`src/rtl/uart_modem_pkg.sv`:
```
// Package: shared widths, bit positions and the loopback cross-wiring
// used by the modem control/status block.
package uart_modem_pkg;
    localparam int REG_W  = 8;   // host-visible register width
    localparam int CTL_W  = 5;   // writable control bits
    localparam int LINE_W = 4;   // modem status lines

    // control bit positions
    localparam int CTL_DTR  = 0;
    localparam int CTL_RTS  = 1;
    localparam int CTL_AUX1 = 2;
    localparam int CTL_AUX2 = 3;
    localparam int CTL_LOOP = 4;

    // status line positions inside the 4-bit line vector
    localparam int LN_CTS = 0;
    localparam int LN_DSR = 1;
    localparam int LN_RI  = 2;
    localparam int LN_DCD = 3;

    // Builds the line vector that loopback presents to the status side.
    function automatic logic [LINE_W-1:0] loop_lines(input logic [CTL_W-1:0] ctl);
        logic [LINE_W-1:0] l;
        l[LN_CTS] = ctl[CTL_RTS];
        l[LN_DSR] = ctl[CTL_DTR];
        l[LN_RI]  = ctl[CTL_AUX1];
        l[LN_DCD] = ctl[CTL_AUX2];
        return l;
    endfunction
endpackage

```
`src/rtl/modem_line_sync.sv`:
```
// Module: modem_line_sync
// Multi-stage flop synchronizer for a bus of independent level signals.
// Assumes each bit is an unrelated slow line; no cross-bit coherence.
module modem_line_sync #(
    parameter int WIDTH  = 4,
    parameter int STAGES = 2
) (
    input  logic             clk,
    input  logic             rst_n,
    input  logic [WIDTH-1:0] async_in,
    output logic [WIDTH-1:0] sync_out
);
    logic [WIDTH-1:0] stage_q [STAGES];

    // Stage 0 captures the raw line.
    always_ff @(posedge clk) begin
        if (!rst_n) stage_q[0] <= '0;
        else        stage_q[0] <= async_in;
    end

    // Later stages shift the captured value along.
    for (genvar s = 1; s < STAGES; s++) begin : g_stage
        always_ff @(posedge clk) begin
            if (!rst_n) stage_q[s] <= '0;
            else        stage_q[s] <= stage_q[s-1];
        end
    end

    assign sync_out = stage_q[STAGES-1];
endmodule

```
`src/rtl/modem_ctrl_reg.sv`:
```
// Module: modem_ctrl_reg
// Holds the writable control bits and drives the outgoing handshake pins.
// Assumes writes take effect on the clock edge of the strobe.
module modem_ctrl_reg
    import uart_modem_pkg::*;
(
    input  logic             clk,
    input  logic             rst_n,
    input  logic             wr_en,
    input  logic [REG_W-1:0] wr_data,
    output logic [CTL_W-1:0] ctl_q,
    output logic             dtr_o,
    output logic             rts_o,
    output logic             aux1_o,
    output logic             aux2_o
);
    logic in_loop;

    // Register the writable control field.
    always_ff @(posedge clk) begin
        if (!rst_n)     ctl_q <= '0;
        else if (wr_en) ctl_q <= wr_data[CTL_W-1:0];
    end

    // Pin drive: loopback holds the two handshake requests inactive.
    always_comb begin
        in_loop = ctl_q[CTL_LOOP];
        dtr_o   = ctl_q[CTL_DTR] & ~in_loop;
        rts_o   = ctl_q[CTL_RTS] & ~in_loop;
        aux1_o  = ctl_q[CTL_AUX1];
        aux2_o  = ctl_q[CTL_AUX2];
    end

    assert_ctl_write_R2: assert property (@(posedge clk) disable iff (!rst_n)
        wr_en |=> ctl_q == $past(wr_data[CTL_W-1:0]));

    assert_loop_pins_R4: assert property (@(posedge clk) disable iff (!rst_n)
        ctl_q[CTL_LOOP] |-> (!rts_o && !dtr_o));
endmodule

```
`src/rtl/modem_status_reg.sv`:
```
// Module: modem_status_reg
// Registers the line status and keeps sticky change flags. The ring flag
// is trailing-edge only. A read clears the flags, a host write ORs flags in.
// Assumes the line vector is already synchronous to clk.
module modem_status_reg
    import uart_modem_pkg::*;
#(
    parameter int RI_BIT = LN_RI
) (
    input  logic              clk,
    input  logic              rst_n,
    input  logic [LINE_W-1:0] lines_i,
    input  logic              rd_en,
    input  logic              wr_en,
    input  logic [LINE_W-1:0] wr_flags,
    output logic [LINE_W-1:0] stat_q,
    output logic [LINE_W-1:0] flag_q
);
    logic [LINE_W-1:0] edge_det;
    logic [LINE_W-1:0] flag_d;

    // Per-line change detect; the ring line reacts to its falling edge only.
    for (genvar i = 0; i < LINE_W; i++) begin : g_edge
        if (i == RI_BIT) begin : g_trail
            assign edge_det[i] = stat_q[i] & ~lines_i[i];
        end else begin : g_any
            assign edge_det[i] = stat_q[i] ^ lines_i[i];
        end
    end

    // Next flag value: cleared by a read, new edges and host flags ORed in.
    always_comb begin
        flag_d = (rd_en ? '0 : flag_q) | edge_det | (wr_en ? wr_flags : '0);
    end

    // Status and flag registers.
    always_ff @(posedge clk) begin
        if (!rst_n) begin
            stat_q <= '0;
            flag_q <= '0;
        end else begin
            stat_q <= lines_i;
            flag_q <= flag_d;
        end
    end

    assert_sticky_flags_R9: assert property (@(posedge clk) disable iff (!rst_n)
        !rd_en |=> ((flag_q & $past(flag_q)) == $past(flag_q)));

    assert_read_clears_R10: assert property (@(posedge clk) disable iff (!rst_n)
        (rd_en && !wr_en && edge_det == '0) |=> flag_q == '0);

    assert_ring_rise_quiet_R8: assert property (@(posedge clk) disable iff (!rst_n)
        (!stat_q[RI_BIT] && lines_i[RI_BIT] && !flag_q[RI_BIT] && !wr_en)
        |=> !flag_q[RI_BIT]);
endmodule

```
`src/rtl/uart_modem_ctl.sv`:
```
// Module: uart_modem_ctl (top)
// Modem control and status of a 16550-class port with internal loopback.
// Assumes external lines are asynchronous and active-high; the interrupt
// encoder and character loopback live elsewhere.
module uart_modem_ctl
    import uart_modem_pkg::*;
#(
    parameter int SYNC_STAGES = 2
) (
    input  logic       clk,
    input  logic       rst_n,
    input  logic       line_cts,
    input  logic       line_dsr,
    input  logic       line_ri,
    input  logic       line_dcd,
    input  logic       mcr_wr_en,
    input  logic [7:0] mcr_wr_data,
    output logic [7:0] mcr_rd_data,
    input  logic       msr_wr_en,
    input  logic [7:0] msr_wr_data,
    input  logic       msr_rd_en,
    output logic [7:0] msr_rd_data,
    output logic       pin_dtr,
    output logic       pin_rts,
    output logic       pin_out1,
    output logic       pin_out2,
    output logic       modem_evt
);
    logic [LINE_W-1:0] raw_lines;
    logic [LINE_W-1:0] sync_lines;
    logic [LINE_W-1:0] sel_lines;
    logic [CTL_W-1:0]  ctl_q;
    logic [LINE_W-1:0] stat_q;
    logic [LINE_W-1:0] flag_q;

    // Gather the external lines in status order.
    always_comb begin
        raw_lines         = '0;
        raw_lines[LN_CTS] = line_cts;
        raw_lines[LN_DSR] = line_dsr;
        raw_lines[LN_RI]  = line_ri;
        raw_lines[LN_DCD] = line_dcd;
    end

    modem_line_sync #(.WIDTH(LINE_W), .STAGES(SYNC_STAGES)) u_sync (
        .clk      (clk),
        .rst_n    (rst_n),
        .async_in (raw_lines),
        .sync_out (sync_lines)
    );

    modem_ctrl_reg u_ctl (
        .clk     (clk),
        .rst_n   (rst_n),
        .wr_en   (mcr_wr_en),
        .wr_data (mcr_wr_data),
        .ctl_q   (ctl_q),
        .dtr_o   (pin_dtr),
        .rts_o   (pin_rts),
        .aux1_o  (pin_out1),
        .aux2_o  (pin_out2)
    );

    // Source select: loopback replaces the external lines with control bits.
    always_comb begin
        sel_lines = ctl_q[CTL_LOOP] ? loop_lines(ctl_q) : sync_lines;
    end

    modem_status_reg u_stat (
        .clk      (clk),
        .rst_n    (rst_n),
        .lines_i  (sel_lines),
        .rd_en    (msr_rd_en),
        .wr_en    (msr_wr_en),
        .wr_flags (msr_wr_data[LINE_W-1:0]),
        .stat_q   (stat_q),
        .flag_q   (flag_q)
    );

    // Host-visible read values and the event level.
    always_comb begin
        mcr_rd_data = {{(REG_W-CTL_W){1'b0}}, ctl_q};
        msr_rd_data = {stat_q, flag_q};
        modem_evt   = |flag_q;
    end

    assert_evt_level_R12: assert property (@(posedge clk) disable iff (!rst_n)
        modem_evt == (msr_rd_data[3:0] != 4'h0));
endmodule

```
`config.mk`:
```
export PLATFORM = sky130hd
export DESIGN_NAME = uart_modem_ctl
export DESIGN_NICKNAME = d
export VERILOG_FILES = /design/src/rtl/uart_modem_pkg.sv /design/src/rtl/modem_line_sync.sv /design/src/rtl/modem_ctrl_reg.sv /design/src/rtl/modem_status_reg.sv /design/src/rtl/uart_modem_ctl.sv
export SDC_FILE = /design/constraint.sdc
export NUM_CORES = 1
export LEC_CHECK = 0
export ABC_AREA = 0
export CORE_ASPECT_RATIO = 1.25
export CORE_MARGIN = 10
export CORE_UTILIZATION = 33
export CTS_BUF_LIST = sky130_fd_sc_hd__clkbuf_16
export DETAILED_ROUTE_END_ITERATION = 10
export GPL_TIMING_DRIVEN = 1
export PLACE_DENSITY = 0.78
export SYNTH_ARGS = -nofsm -noshare
export SYNTH_HDL_FRONTEND = slang
export SYNTH_SLANG_ARGS = --single-unit
```
`constraint.sdc`:
```
create_clock -name clk -period 1.3 [get_ports clk]
set_clock_uncertainty 0.1 [all_clocks]
set_input_delay 0.39 -clock clk [delete_from_list [all_inputs] [get_ports clk]]
set_output_delay 0.39 -clock clk [all_outputs]
set_load 0.02 [all_outputs]
```
==> results.sh <==
export IMPL_outcome="finished with violations"
export IMPL_violations="negative setup slack"
export IMPL_r2r_start="u_ctl.ctl_q[4]"
export IMPL_cap_viol_max_count=0
export IMPL_slowest_delay_ns=0.52
export IMPL_holdCritStartpoint="u_sync.stage_q[0][1]"
export IMPL_hold_end="u_sync.stage_q[1][1]"
export IMPL_avgRoutedWirePerCell_um=13.2
export IMPL_wirelength_um=2080
export IMPL_setup_violations=4
export IMPL_yosys_cell_types_count=17
export IMPL_synth_top_cell_area_share_pct=52.1
export IMPL_area_growth_pct=76.0
export IMPL_synth_edf_count=0
export IMPL_antenna_found_initial=0
export IMPL_multiInputGateArea_um2=357
export IMPL_die_area_um2=4840
export IMPL_first_pass_iters=4
export IMPL_total_power_mw=1.69
export IMPL_reg2reg_to="u_stat.flag_q[3]"
export IMPL_rsz0062_at_grt="true"
export IMPL_setup_tns_ns=-0.746
export IMPL_ys_flop_type="dfxtp_1"
export IMPL_finalInstanceArea_um2=1420
export IMPL_place_area_um2=1290
export IMPL_grt_max_degree=22
export IMPL_cts_sinks=21
export IMPL_leakage_nw=0.660
export IMPL_cts_max_path_buffers=2
export IMPL_endpoint_kind="output port"
export IMPL_io_buffers=35
export IMPL_synth_common_cells="21 x dfxtp_1, 9 x mux2i_1, 8 x and2_1, 6 x nor2b_1"
export IMPL_clkTransAtPathRegs_ns=0.06
export IMPL_synth_top_family_by_area="simple AND/OR/NAND/NOR gates"
export IMPL_yosysTopAreaCell="dfxtp_1"
export IMPL_die_w_um=64.2
export IMPL_n_fill_cell=203
export IMPL_hold_class="flop to flop"
export IMPL_route_met2_wl_um=1060
export IMPL_top_layer="met3"
export IMPL_power_density_nw_per_um2=1190
export IMPL_track_usage_pct=8.47
export IMPL_crit_buf_inv=1
export IMPL_seq_area_um2=432
export IMPL_finalHoldViolCount=0
export IMPL_place_inst=150
export IMPL_fp_dieH_um=75.3
export IMPL_h_tree_depth=1
export IMPL_irDropWorstVdd_mv=0.700
export IMPL_critPathRequiredTime_ns=0.81
export IMPL_yosysWarnings=0
export IMPL_ant_nets=0
export IMPL_drive_gt1_share_pct=48.4
export IMPL_dp_slack_ns=-0.553
export IMPL_grt_pass1_vias=704
export IMPL_clk_latency_ns=0.25
export IMPL_synth_compound_area_share_pct=6.82
export IMPL_crit_fanout=2
export IMPL_ys_async_sr_fraction_pct=0
export IMPL_ys_ff_latch=21
export IMPL_rr_worst_depth=4
export IMPL_gp_congestion=0.761
export IMPL_coreArea_um2=2380
export IMPL_grt_overflow=0
export IMPL_rows=20
export IMPL_route_met3_wl_um=147
export IMPL_seq_area_frac_synth_pct=52.1
export IMPL_crit_path_cell_trace="or4_4 > buf_6"
export IMPL_diodes=0
export IMPL_dp_hpwl_um=1630
export IMPL_fin_ws_ns=-0.421
export IMPL_synth_mux_area_share_pct=11.2
export IMPL_drc=0
export IMPL_grt_pass1_wl_um=3240
export IMPL_drt_initial_drc_count=13
export IMPL_fin_util_pct=59.7
export IMPL_numCtsBuffers=3
export IMPL_fin_nets=150
export IMPL_whs_path_depth=1
export IMPL_fin_crit_sh_pct=132
export IMPL_slew_violations=0
export IMPL_synth_area_um2=807
export IMPL_pin_count=46
export IMPL_cts_root_buf="clkbuf_16"
export IMPL_avgSynthCellArea_um2=11.2
export IMPL_whs_ns=0.334
export IMPL_critPathTopFamily="simple AND/OR/NAND/NOR gates"
export IMPL_vias=654
export IMPL_via_per_inst=4.17
export IMPL_critical_path_class="flop to output port"
export IMPL_r2r_slack_ns=0.07
export IMPL_stdcell_count=157
export IMPL_arrival_ns=1.23
export IMPL_period_needed_ns=1.72
export IMPL_synth_xor_area_share_pct=3.26
export IMPL_cp_slowest_cell="or4_4"
export IMPL_synth_adder_area_share_pct=0
export IMPL_drt_met1_wl_um=865
export IMPL_yosysMostFrequentCell="dfxtp_1"
export IMPL_syn_inst=72
export IMPL_initial_core_util_pct=33.9
export IMPL_synthTopCellsByArea="dfxtp_1 52%, mux2i_1 11%, and2_1 6.2%, and2b_2 5.4%, buf_4 4.7%"
export IMPL_synth_simple_area_share_pct=18.1
export IMPL_cts_tree="done"
export IMPL_postCtsHoldBufs=0
export IMPL_critPathLaunchType="flop"
export IMPL_fmax_mhz=581
-- worst max path at each step --
stage	start	endpoint	slack (ns)	cells after the start
floorplan	u_stat.flag_q[2]	modem_evt	-0.11	1
global placement	u_stat.flag_q[2]	modem_evt	-0.54	2
detailed placement	u_stat.flag_q[2]	modem_evt	-0.55	2
CTS	u_stat.flag_q[0]	modem_evt	-0.43	2
global route	u_stat.flag_q[0]	modem_evt	-0.44	2
finish	u_stat.flag_q[0]	modem_evt	-0.42	2
-- power breakdown --
part / leakage (nW) / total, mW / switching (mW) / internal, mW
clock network: 0.0409 / 0.639 / 0.226 / 0.413
registers: 0.176 / 0.704 / 0.0213 / 0.683
logic: 0.443 / 0.343 / 0.137 / 0.206
total: 0.660 / 1.69 / 0.384 / 1.30
-- state kept, by name, summed over array words and instances, names as in the netlist --
register        flops
u_sync.stage_q      8
u_stat.flag_q       4
u_stat.stat_q       4
u_ctl.ctl_q         5
-- timing repair --
action                     CTS  global route
setup buffers                1             3
setup endpoints to repair   18            17
gates resized for setup     94            16
pin swaps                    1             2
-- routing by layer --
| layer | GRT usage, % | up-vias |
|---|---|---|
| met5 | 0 | - |
| met4 | 3.57 | 0 |
| met3 | 3.24 | 0 |
| met2 | 15.7 | 24 |
| met1 | 8.33 | 297 |
| li1 | - | 333 |
-- cell families after synthesis --
kind of cell | count (synthesis)
AO/OA/AOI/OAI | 7
buffers and inverters | 10
multiplexers | 9
XOR/XNOR | 3
other | 1
AND/OR/NAND/NOR | 21
flip-flops | 21
-- cell type report --
cell class,count,share of cell area [%]
Sequential cell,21,30.4
Inverter,1,0.264
Tap cell,33,2.91
Timing Repair Buffer,55,35.7
Clock buffer,3,5.29
Clock inverter,1,0.352
Multi-Input combinational cell,43,25.1
-- layout by cell type, fill, tap and decap left out --
cell,instances
a21boi_1,3
a222oi_1,1
a22oi_1,3
and2_1,8
and2b_1,1
and2b_2,5
buf_12,1
buf_2,5
buf_4,19
buf_6,13
clkbuf_16,3
clkdlybuf4s50_1,16
clkinv_2,1
conb_1,3
dfxtp_1,14
dfxtp_2,6
dfxtp_4,1
dlymetal6s2s_1,1
inv_2,1
mux2i_1,5
mux2i_2,3
mux2i_4,1
nor2b_1,6
or4_4,1
xor2_1,3
No activity file was read; power rests on OpenSTA's default activity.
